### src/rtl/vas_pkg.sv
package vas_pkg;

  // Lane width selector; numeric value n means 8 << n bits per lane.
  typedef enum logic [2:0] {
    LW_8   = 3'd0,
    LW_16  = 3'd1,
    LW_32  = 3'd2,
    LW_64  = 3'd3,
    LW_128 = 3'd4
  } lane_w_e;

  typedef struct packed {
    logic    legal;
    logic    sub;
    lane_w_e lw;
  } op_info_t;

  localparam logic [11:0] GRP_ELEM = 12'b0111_0100_0000;
  localparam logic [11:0] GRP_QUAD = 12'b0111_0101_0010;

endpackage

### src/rtl/vas_rst_sync.sv
module vas_rst_sync #(
  parameter int STAGES = 2
) (
  input  logic clk,
  input  logic rst_n,
  output logic rst_sync_n
);

  logic [STAGES-1:0] chain_q;
  logic [STAGES-1:0] chain_d;

  always_comb begin
    chain_d = {chain_q[STAGES-2:0], 1'b1};
  end

  always_ff @(posedge clk or negedge rst_n) begin
    if (!rst_n) begin
      chain_q <= '0;
    end else begin
      chain_q <= chain_d;
    end
  end

  assign rst_sync_n = chain_q[STAGES-1];

endmodule

### src/rtl/vas_decode.sv
module vas_decode
  import vas_pkg::*;
#(
  parameter int IDX_W = 5
) (
  input  logic [31:0]      instr,
  output op_info_t         info,
  output logic [IDX_W-1:0] dst
);

  logic [11:0] grp;
  logic [4:0]  sel;

  assign grp = instr[31:20];
  assign sel = instr[19:15];
  assign dst = instr[IDX_W-1:0];

  always_comb begin
    info = '{legal: 1'b0, sub: 1'b0, lw: LW_8};
    if (grp == GRP_ELEM) begin
      // 101xx: add, 110xx: subtract; xx picks 8/16/32/64-bit lanes
      if (sel[4:2] == 3'b101 || sel[4:2] == 3'b110) begin
        info.legal = 1'b1;
        info.sub   = sel[3];
        info.lw    = lane_w_e'({1'b0, sel[1:0]});
      end
    end else if (grp == GRP_QUAD) begin
      if (sel[4:1] == 4'b1101) begin
        info.legal = 1'b1;
        info.sub   = sel[0];
        info.lw    = LW_128;
      end
    end
  end

endmodule

### src/rtl/vas_seg_adder.sv
module vas_seg_adder
  import vas_pkg::*;
#(
  parameter int DATA_W = 256,
  parameter int SEG_W  = 8
) (
  input  logic [DATA_W-1:0] opa,
  input  logic [DATA_W-1:0] opb,
  input  logic              sub,
  input  lane_w_e           lw,
  output logic [DATA_W-1:0] sum
);

  localparam int NSEG  = DATA_W / SEG_W;
  localparam int IDX_W = (NSEG > 1) ? $clog2(NSEG) : 1;

  logic [IDX_W-1:0] lane_mask;   // segments per lane minus one
  logic [DATA_W-1:0] opb_eff;
  logic [NSEG-1:0]  seg_cin;
  logic [NSEG-2:0]  seg_cout;

  always_comb begin
    int lane_bits;
    lane_bits = 8 << int'(lw);
    lane_mask = IDX_W'((lane_bits / SEG_W) - 1);
  end

  assign opb_eff = sub ? ~opb : opb;

  for (genvar g = 0; g < NSEG; g++) begin : g_seg
    if (g == 0) begin : g_first
      assign seg_cin[g] = sub;
    end else begin : g_rest
      // a segment starting a lane restarts the chain with the subtract bit
      assign seg_cin[g] = ((IDX_W'(g) & lane_mask) == '0) ? sub : seg_cout[g-1];
    end

    if (g < NSEG - 1) begin : g_carry
      logic [SEG_W:0] part;
      assign part = {1'b0, opa[g*SEG_W +: SEG_W]} + {1'b0, opb_eff[g*SEG_W +: SEG_W]}
                  + {{SEG_W{1'b0}}, seg_cin[g]};
      assign sum[g*SEG_W +: SEG_W] = part[SEG_W-1:0];
      assign seg_cout[g]           = part[SEG_W];
    end else begin : g_top
      assign sum[g*SEG_W +: SEG_W] = opa[g*SEG_W +: SEG_W] + opb_eff[g*SEG_W +: SEG_W]
                                   + {{(SEG_W-1){1'b0}}, seg_cin[g]};
    end
  end

endmodule

### src/rtl/vec_addsub_unit.sv
module vec_addsub_unit
  import vas_pkg::*;
#(
  parameter int DATA_W = 256,
  parameter int SEG_W  = 8,
  parameter int IDX_W  = 5
) (
  input  logic              clk,
  input  logic              rst_n,
  input  logic              issue_valid,
  input  logic [31:0]       instr,
  input  logic [DATA_W-1:0] src_j,
  input  logic [DATA_W-1:0] src_k,
  output logic [DATA_W-1:0] result,
  output logic [IDX_W-1:0]  dest_idx,
  output logic              result_valid,
  output logic              illegal_op
);

  logic              rst_core_n;
  op_info_t          info;
  logic [IDX_W-1:0]  dst;
  logic [DATA_W-1:0] lane_sum;

  logic              res_en;
  logic [DATA_W-1:0] res_d, res_q;
  logic [IDX_W-1:0]  dst_q;
  logic              vld_d, vld_q;
  logic              ill_d, ill_q;

  // source index fields are consumed by the operand read ahead of issue
  logic unused_src_fields;
  assign unused_src_fields = ^instr[3*IDX_W-1:IDX_W];

  vas_rst_sync #(.STAGES(2)) u_rst_sync (
    .clk        (clk),
    .rst_n      (rst_n),
    .rst_sync_n (rst_core_n)
  );

  vas_decode #(.IDX_W(IDX_W)) u_decode (
    .instr (instr),
    .info  (info),
    .dst   (dst)
  );

  vas_seg_adder #(.DATA_W(DATA_W), .SEG_W(SEG_W)) u_seg_adder (
    .opa (src_j),
    .opb (src_k),
    .sub (info.sub),
    .lw  (info.lw),
    .sum (lane_sum)
  );

  always_comb begin
    res_en = issue_valid;
    res_d  = info.legal ? lane_sum : '0;
    vld_d  = issue_valid & info.legal;
    ill_d  = issue_valid & ~info.legal;
  end

  always_ff @(posedge clk or negedge rst_core_n) begin
    if (!rst_core_n) begin
      res_q <= '0;
      dst_q <= '0;
      vld_q <= 1'b0;
      ill_q <= 1'b0;
    end else begin
      vld_q <= vld_d;
      ill_q <= ill_d;
      if (res_en) begin
        res_q <= res_d;
        dst_q <= dst;
      end
    end
  end

  assign result       = res_q;
  assign dest_idx     = dst_q;
  assign result_valid = vld_q;
  assign illegal_op   = ill_q;

endmodule

### config.mk
export PLATFORM = sky130hd
export DESIGN_NAME = vec_addsub_unit
export DESIGN_NICKNAME = d
export VERILOG_FILES = /design/src/rtl/vas_pkg.sv /design/src/rtl/vas_rst_sync.sv /design/src/rtl/vas_decode.sv /design/src/rtl/vas_seg_adder.sv /design/src/rtl/vec_addsub_unit.sv
export SDC_FILE = /design/constraint.sdc
export NUM_CORES = 1
export LEC_CHECK = 0
export BUFFER_PORTS_ARGS = -buffer_cell sky130_fd_sc_hd__buf_2
export CELL_PAD_IN_SITES_DETAIL_PLACEMENT = 0
export CELL_PAD_IN_SITES_GLOBAL_PLACEMENT = 1
export CORE_AREA = 5 5 312 314
export DETAILED_ROUTE_END_ITERATION = 12
export DIE_AREA = 0 0 317 319
export PLACE_DENSITY = 0.52
export SYNTH_ARGS = -nofsm -noshare
export SYNTH_HDL_FRONTEND = slang
export SYNTH_SLANG_ARGS = --single-unit
### constraint.sdc
create_clock -name clk -period 13.65 [get_ports clk]
set_clock_uncertainty 0.05 [all_clocks]
set_input_delay 2.0475 -clock clk [delete_from_list [all_inputs] [get_ports clk]]
set_output_delay 2.0475 -clock clk [all_outputs]
set_load 0.02 [all_outputs]
==> results.json, run 1 <==
{
  "route.vias.total": 21190,
  "ctsHtreeMaxLevel": 2,
  "gr-usage-met2_pct": 35.66,
  "synthCells": 2111,
  "initial_core_utilization_pct": 22.51,
  "post_syn_nets": 2946,
  "synth_top_family_by_area": "compound AO/OA/AOI/OAI gates",
  "dpl.cell_count": 4514,
  "setup-tns-final_ns": -4317.39,
  "slew_violations": 0,
  "register_area_um2": 6635,
  "synthesized_area_fraction_occupied_by_ao_oa_aoi_and_oai_cells_pct": 21.95,
  "drt_first_iter_violations": 797,
  "critical_path.reg2reg.startpoint": "u_rst_sync.chain_q[1]$_DFF_PN0_",
  "crit_slowest_cell": "sky130_fd_sc_hd__fa_2",
  "cts_clock_pin_slew_for_the_worst_setup_and_hold_paths_ns": 0.06,
  "die-height_um": 319,
  "ys_types": 55,
  "grtUsageMet1_pct": 22.86,
  "grt.total_usage_pct": 20.08,
  "yosys-mux-area-fraction_pct": 0.4774,
  "cpMostUsedCell": "sky130_fd_sc_hd__fa_2",
  "yosys_warnings": 0,
  "grt_max_degree": 124,
  "ys_seq_elements": 265,
  "fmax_mhz": 17.97,
  "postLayoutCoreUtil_pct": 34.90,
  "worst_r2r_path_depth": 2,
  "p_leak_nw": 16.84,
  "number_of_detailed_route_iterations_in_the_first_pass": 5,
  "clkSinkCount": 265,
  "setup_ws_ns": -41.99,
  "data_arrival_critical_path_ns": 56.01,
  "crit_fanout": 8,
  "critPathLaunch": "instr[20]",
  "reg2reg_slack_ns": 11.26,
  "total_power_mw": 2.680,
  "max-vdd-ir-drop_mv": 0.07787,
  "status": "finished, violations left",
  "gpl.final_weighted_congestion": 0.9186,
  "dominantRegCellSynth": "sky130_fd_sc_hd__dfrtp_1",
  "synth-xor-area-share_pct": 17.62,
  "place_area_um2": 30420,
  "synth_area_leader_cell": "sky130_fd_sc_hd__dfrtp_1",
  "layout_worst_path_cycle_share_pct": 407.6,
  "grtUsageMet3_pct": 7.318,
  "final_cell_area_um2": 32910,
  "layout.nets": 4177,
  "synth.cells.most_frequent": "371 x sky130_fd_sc_hd__xnor2_1, 265 x sky130_fd_sc_hd__dfrtp_1, 225 x sky130_fd_sc_hd__ha_1, 153 x sky130_fd_sc_hd__a22o_1, 125 x sky130_fd_sc_hd__inv_1",
  "finalHoldViolCount": 0,
  "fp.dieArea_um2": 101100,
  "clock_path_buffers": 3,
  "yosys.area_share.adder_pct": 19.20,
  "required_ns": 14.02,
  "async_reset_ff_share_pct": 100.0,
  "routed_wirelength_um": 106400,
  "pre_cts_ws_ns": -44.36,
  "worst_hold_path_type": "reg -> async",
  "holdWs_ns": 0.2616,
  "tritoncts_clock_tree": "built",
  "post_drt_wl_per_cell_um": 22.82,
  "violations_in_the_final_reports": "negative setup slack",
  "final_antenna_net_count": 0,
  "startpoint_type": "primary input",
  "worstSetupEndpointType": "register",
  "worst_r2r_endpoint": "result[228]$_DFFE_PN0P_",
  "critical_path.n_buffers_inverters": 4,
  "grt_remaining_overflow": 0,
  "half_perimeter_wire_length_after_placement_um": 86330,
  "critical_path.top_delay_family": "compound AO/OA/AOI/OAI gates",
  "synth_top_area_share_pct": 31.24,
  "placeableCoreArea_um2": 94300,
  "synth-edff-count": 0,
  "cap_viol_max_count": 0,
  "synth_most_common_cell": "sky130_fd_sc_hd__xnor2_1",
  "yosysSeqAreaShare_pct": 31.24,
  "timing.final.crit_period_ns": 55.64,
  "fillCellCount": 9752,
  "worst_path_largest_cell_delay_ns": 0.43,
  "first_global_vias": 23290,
  "pin_count": 810,
  "synth_area_um2": 21230,
  "worstSetupPathType": "in -> reg",
  "io_buffer_count": 799,
  "post_synth_main_area_contributors": "sky130_fd_sc_hd__dfrtp_1 31%, sky130_fd_sc_hd__xnor2_1 15%, sky130_fd_sc_hd__ha_1 13%",
  "clk-insertion-delay-late_ns": 0.56,
  "worst_slew_pin_slew_ns": 1.077,
  "die_width_um": 317,
  "cts_made_buffers": 40,
  "grt_pass1_wl_um": 152500,
  "post_drt_via_cell_ratio": 4.544,
  "placement_rows": 113,
  "initial_antenna_violation_count": 57,
  "drcViolationCount": 0,
  "number_of_buffers_inserted_by_hold_repair_at_cts": 0,
  "finalNonFillerCells": 4664,
  "syn_to_final_growth_pct": 55.01,
  "rsz_0062_raised_after_global_routing": "true",
  "multi_input_gate_area_in_the_final_layout_um2": 15190,
  "synthesis.area_per_instance_um2": 10.06,
  "power_density_nw_per_um2": 81.44,
  "relSlewSlack_pct": 28.20,
  "post_route_cells_drive_above_1_share_pct": 49.41,
  "clock_tree.root_cell": "sky130_fd_sc_hd__clkbuf_16",
  "setup_viol": 204,
  "grt_busiest_layer": "met2",
  "post_synth_and_or_nand_nor_area_fraction_pct": 5.534
}
==> layout make-up <==
| cell class | count | share of cell area, % |
|---|---|---|
| Multi-Input combinational cell | 1630 | 46.15 |
| Tap cell | 1265 | 4.810 |
| Antenna cell | 29 | 0.2205 |
| Clock inverter | 10 | 0.1825 |
| Clock buffer | 60 | 3.730 |
| Inverter | 125 | 1.456 |
| Sequential cell | 265 | 20.16 |
| Timing Repair Buffer | 1280 | 23.28 |
==> worst max-delay path by stage <==
| stage | end | slack, ns | cells past startpoint |
|---|---|---|---|
| 5_1_grt | result[254]$_DFFE_PN0P_ | -44.80 | 261 |
| 4_1_cts | result[254]$_DFFE_PN0P_ | -42.45 | 261 |
| 3_5_place_dp | result[254]$_DFFE_PN0P_ | -44.36 | 261 |
| 2_1_floorplan | result[254]$_DFFE_PN0P_ | -40.97 | 261 |
| 3_3_place_gp | result[254]$_DFFE_PN0P_ | -43.71 | 261 |
| 6_report | result[254]$_DFFE_PN0P_ | -41.99 | 260 |
==> placed cells by master (no fill, tap or decap), drive strengths merged, types with 23 or more instances in the layout <==
master / Yosys / routed
buf: 45 / 1280
xnor2: 371 / 371
dfrtp: 265 / 265
ha: 225 / 225
a22o: 153 / 153
inv: 125 / 127
nor2: 95 / 95
a21oi: 95 / 95
o21ai: 86 / 86
nand2: 83 / 83
a21o: 77 / 77
fa: 63 / 63
clkbuf: 46 / 60
xor2: 56 / 56
o22ai: 50 / 50
o21bai: 30 / 30
diode: 0 / 29
a211oi: 28 / 28
o21a: 24 / 24
nor3: 23 / 23
==> cells by family after synthesis <==
kind of cell,Yosys count
other,1
buffers and inverters,216
XOR/XNOR,427
AND/OR/NAND/NOR,260
flip-flops,265
adder cells (fa/ha/maj),288
multiplexers,9
AO/OA/AOI/OAI,645
==> routing by layer <==
| metal | vias up | wire, µm | share of wire [%] |
|---|---|---|---|
| li1 | 10040 | - | - |
| met1 | 10330 | 41210 | 39 |
| met2 | 610 | 52970 | 50 |
| met3 | 167 | 9183 | 8.6 |
| met4 | 46 | 2793 | 2.6 |
| met5 | - | 289 | 0.27 |
==> report_power, final <==
part | internal [mW] | total, mW | leakage [nW] | switching, mW
Sequential | 0.788 | 0.791 | 3.69 | 0.00336
Combinational | 0.446 | 0.845 | 12.5 | 0.399
Clock | 0.618 | 1.04 | 0.643 | 0.425
Total | 1.85 | 2.68 | 16.8 | 0.828
==> worst register-to-register path, cell delays in order (launching register included) <==
cell                      delay [ns]
sky130_fd_sc_hd__dfrtp_4        0.77
sky130_fd_sc_hd__buf_4          0.72
sky130_fd_sc_hd__buf_4          0.82
==> repair_timing <==
action,CTS,global route
setup buffers,8,50
resized for setup,41,92
setup endpoints to repair,208,208
gates cloned,0,0
pin swaps,64,95
==> sequential cells by signal, summed over array words and instances, names as in the netlist <==
signal	flops
dest_idx	5
illegal_op	1
result	256
result_valid	1
u_rst_sync.chain_q	2
No activity file was read; power rests on OpenSTA's default activity.
==> run 2: changes to the inputs <==
--- a/config.mk
+++ b/config.mk
@@ -8,10 +8,12 @@
 export BUFFER_PORTS_ARGS = -buffer_cell sky130_fd_sc_hd__buf_2
 export CELL_PAD_IN_SITES_DETAIL_PLACEMENT = 0
 export CELL_PAD_IN_SITES_GLOBAL_PLACEMENT = 1
-export CORE_AREA = 5 5 312 314
+export CORE_AREA = 5 5 314 316
 export DETAILED_ROUTE_END_ITERATION = 12
-export DIE_AREA = 0 0 317 319
-export PLACE_DENSITY = 0.52
+export DIE_AREA = 0 0 319 321
+export GPL_TIMING_DRIVEN = 0
+export PLACE_DENSITY = 0.57
 export SYNTH_ARGS = -nofsm -noshare
 export SYNTH_HDL_FRONTEND = slang
+export SYNTH_HIERARCHICAL = 1
 export SYNTH_SLANG_ARGS = --single-unit
==> run 2 against run 1 <==
Compared with the run above: the run still ends with negative setup slack left; routed wire length up 11%; clock-buffer cell count decreased by 10; synthesized area grew 13%; sequential cell count unchanged; largest cell class unchanged; die area increased by 1.3%; final area rose by 0.49%; synthesized cell count grew 36%; critical path depth down 27; via count up 12%; total power fell by 0.91%; global-route usage increased by 2.0 points; worst setup slack improved by 5.9 ns.
==> results.json, run 2 <==
{
  "status": "finished, violations left",
  "violations_in_the_final_reports": "negative setup slack",
  "fillCellCount": 10320,
  "fp.dieArea_um2": 102400,
  "yosys_warnings": 6,
  "holdWs_ns": 0.3192,
  "relSlewSlack_pct": 21.26,
  "commonest_cells_after_routing_fill_and_taps_aside": "856 x sky130_fd_sc_hd__buf_2, 402 x sky130_fd_sc_hd__inv_1, 264 x sky130_fd_sc_hd__dfrtp_1",
  "placement_rows": 114,
  "gpl.final_weighted_congestion": 0.9218,
  "async_reset_ff_share_pct": 100.0,
  "finalNonFillerCells": 5130,
  "startpoint_type": "primary input",
  "post_route_cells_drive_above_1_share_pct": 34.45,
  "worst_path_largest_cell_delay_ns": 0.61,
  "rsz_0062_raised_after_global_routing": "true",
  "grt_max_degree": 58,
  "synth_most_common_cell": "sky130_fd_sc_hd__inv_1",
  "layout.nets": 4626,
  "power_density_nw_per_um2": 80.31,
  "drcViolationCount": 0,
  "yosysSeqAreaShare_pct": 27.53,
  "synth-edff-count": 0,
  "synth_area_leader_cell": "sky130_fd_sc_hd__dfrtp_1",
  "cpMostUsedCell": "sky130_fd_sc_hd__fa_2",
  "pin_count": 810,
  "grt_pass1_wl_um": 167400,
  "number_of_detailed_route_iterations_in_the_first_pass": 5,
  "ys_types": 67,
  "cts_made_buffers": 40,
  "ctsHtreeMaxLevel": 2,
  "layout_worst_path_cycle_share_pct": 364.5,
  "cap_viol_max_count": 0,
  "first_global_vias": 24050,
  "setup_viol": 200,
  "post_syn_nets": 3696,
  "io_buffer_count": 793,
  "initial_antenna_violation_count": 70,
  "cts_clock_pin_slew_for_the_worst_setup_and_hold_paths_ns": 0.06,
  "required_ns": 14.03,
  "drt_first_iter_violations": 1252,
  "number_of_buffers_inserted_by_hold_repair_at_cts": 0,
  "clk-insertion-delay-late_ns": 0.58,
  "tritoncts_clock_tree": "built",
  "die_width_um": 319,
  "grt_remaining_overflow": 0,
  "synth_top_area_share_pct": 27.53,
  "placeableCoreArea_um2": 95710,
  "worstSetupPathType": "in -> reg",
  "fmax_mhz": 20.10,
  "worstSetupEndpointType": "register",
  "setup-tns-final_ns": -3663.46,
  "crit_slowest_cell": "sky130_fd_sc_hd__or4_4",
  "die-height_um": 321,
  "register_area_um2": 6635,
  "route.vias.total": 23730,
  "post_drt_wl_per_cell_um": 23.11,
  "worst_hold_path_type": "reg -> async",
  "crit_fanout": 4,
  "routed_wirelength_um": 118600,
  "synthesis.area_per_instance_um2": 8.421,
  "data_arrival_critical_path_ns": 50.14,
  "synthCells": 2861,
  "grt.total_usage_pct": 22.09,
  "half_perimeter_wire_length_after_placement_um": 96850,
  "post_synth_main_area_contributors": "sky130_fd_sc_hd__dfrtp_1 28%, sky130_fd_sc_hd__ha_1 12%, sky130_fd_sc_hd__xor2_1 9.1%",
  "dominantRegCellSynth": "sky130_fd_sc_hd__dfrtp_1",
  "clkSinkCount": 265,
  "p_leak_nw": 16.33,
  "synth_area_um2": 24090,
  "slew_violations": 0,
  "setup_ws_ns": -36.11,
  "clock_path_buffers": 3,
  "total_power_mw": 2.656,
  "finalHoldViolCount": 0,
  "worst_slew_pin_slew_ns": 1.177,
  "clock_tree.root_cell": "sky130_fd_sc_hd__clkbuf_16",
  "synth.cells.most_frequent": "426 x sky130_fd_sc_hd__inv_1, 310 x sky130_fd_sc_hd__o21ai_0, 274 x sky130_fd_sc_hd__nand3_1, 265 x sky130_fd_sc_hd__dfrtp_1, 250 x sky130_fd_sc_hd__xor2_1",
  "post_drt_via_cell_ratio": 4.626,
  "largest_register_ffs": 256,
  "max-vdd-ir-drop_mv": 0.07151,
  "timing.final.crit_period_ns": 49.76,
  "final_antenna_net_count": 0,
  "initial_core_utilization_pct": 25.17,
  "syn_to_final_growth_pct": 37.26,
  "postLayoutCoreUtil_pct": 34.55,
  "ys_seq_elements": 265,
  "multi_input_gate_area_in_the_final_layout_um2": 16190,
  "dpl.cell_count": 4935,
  "layout_commonest_cell": "sky130_fd_sc_hd__buf_2"
}
run 2: repair_timing:
item | 4_1_cts | 5_1_grt
pin swaps | 81 | 97
setup endpoints to repair | 208 | 205
setup buffers | 44 | 48
gates resized for setup | 40 | 217
run 2: worst paths after layout:
| path | start | to | slack, ns | depth (start not counted) |
|---|---|---|---|---|
| worst max-delay path | instr[20] | result[254]$_DFFE_PN0P_ | -36.11 | 233 |
| worst min-delay path | u_rst_sync/chain_q[1]$_DFF_PN0_ | result[53]$_DFFE_PN0P_ | 0.32 | 0 |
| worst max register to register | u_rst_sync/chain_q[1]$_DFF_PN0_ | result[187]$_DFFE_PN0P_ | 12.04 | 2 |
| worst min register to register | u_rst_sync/chain_q[1]$_DFF_PN0_ | result[53]$_DFFE_PN0P_ | 0.32 | 0 |
| max in group asynchronous | u_rst_sync/chain_q[1]$_DFF_PN0_ | result[187]$_DFFE_PN0P_ | 12.04 | 2 |
| min in group clk | u_rst_sync/chain_q[0]$_DFF_PN0_ | u_rst_sync/chain_q[1]$_DFF_PN0_ | 0.32 | 0 |
run 2: kinds of logic (layout without fill, tap and decap cells):
| group | count (synthesis) | count (layout) | synth area share [%] |
|---|---|---|---|
| DFF | 265 | 265 | 27.53 |
| AOI/OAI and AO/OA | 688 | 688 | 17.59 |
| buffers and inverters | 553 | 1512 | 9.442 |
| and+or+nand+nor | 659 | 659 | 13.56 |
| xor gates and xnor gates | 390 | 390 | 14.18 |
| muxes | 17 | 17 | 0.7738 |
| adders and majority gates | 288 | 288 | 16.92 |
| other | 1 | 35 | 0.01557 |
run 2: layout make-up:
type                            instances  area share, %
Tap cell                             1276          4.828
Clock buffer                           50          3.356
Buffer                                126          2.221
Timing Repair Buffer                  888          14.54
Multi-Input combinational cell       2043          48.95
Clock inverter                         21         0.9421
Antenna cell                           34         0.2573
Sequential cell                       265          20.07
Inverter                              427          4.847
run 2: worst max-delay path, delay by kind of cell:
family,cells,cell delay [ns]
simple gates,59,7.57
xor+xnor,1,0.14
fa+ha+maj,63,24.88
compound gates,98,14.08
buf+inv,6,0.62
mux,6,0.64
run 2: layer usage:
metal / wire [µm] / up-vias / GRT usage [%]
li1: - / 11570 / -
met1: 47560 / 11270 / 26.43
met2: 58200 / 677 / 38.68
met3: 9380 / 162 / 6.833
met4: 3104 / 52 / 5.796
met5: 324 / - / 0
run 2: power breakdown:
part           internal (mW)  total, mW  switching, mW
sequential             0.788      0.792        0.00401
combinational          0.335      0.716          0.381
clock                  0.710       1.15          0.438
run 2: per-stage QoR:
stage	setup WS, ns	area, µm²
floorplan	-32.15	24410
global placement	-39.58	29970
detailed placement	-39.56	30110
CTS	-37.06	32020
global route	-38.28	33000
finish	-36.11	33070
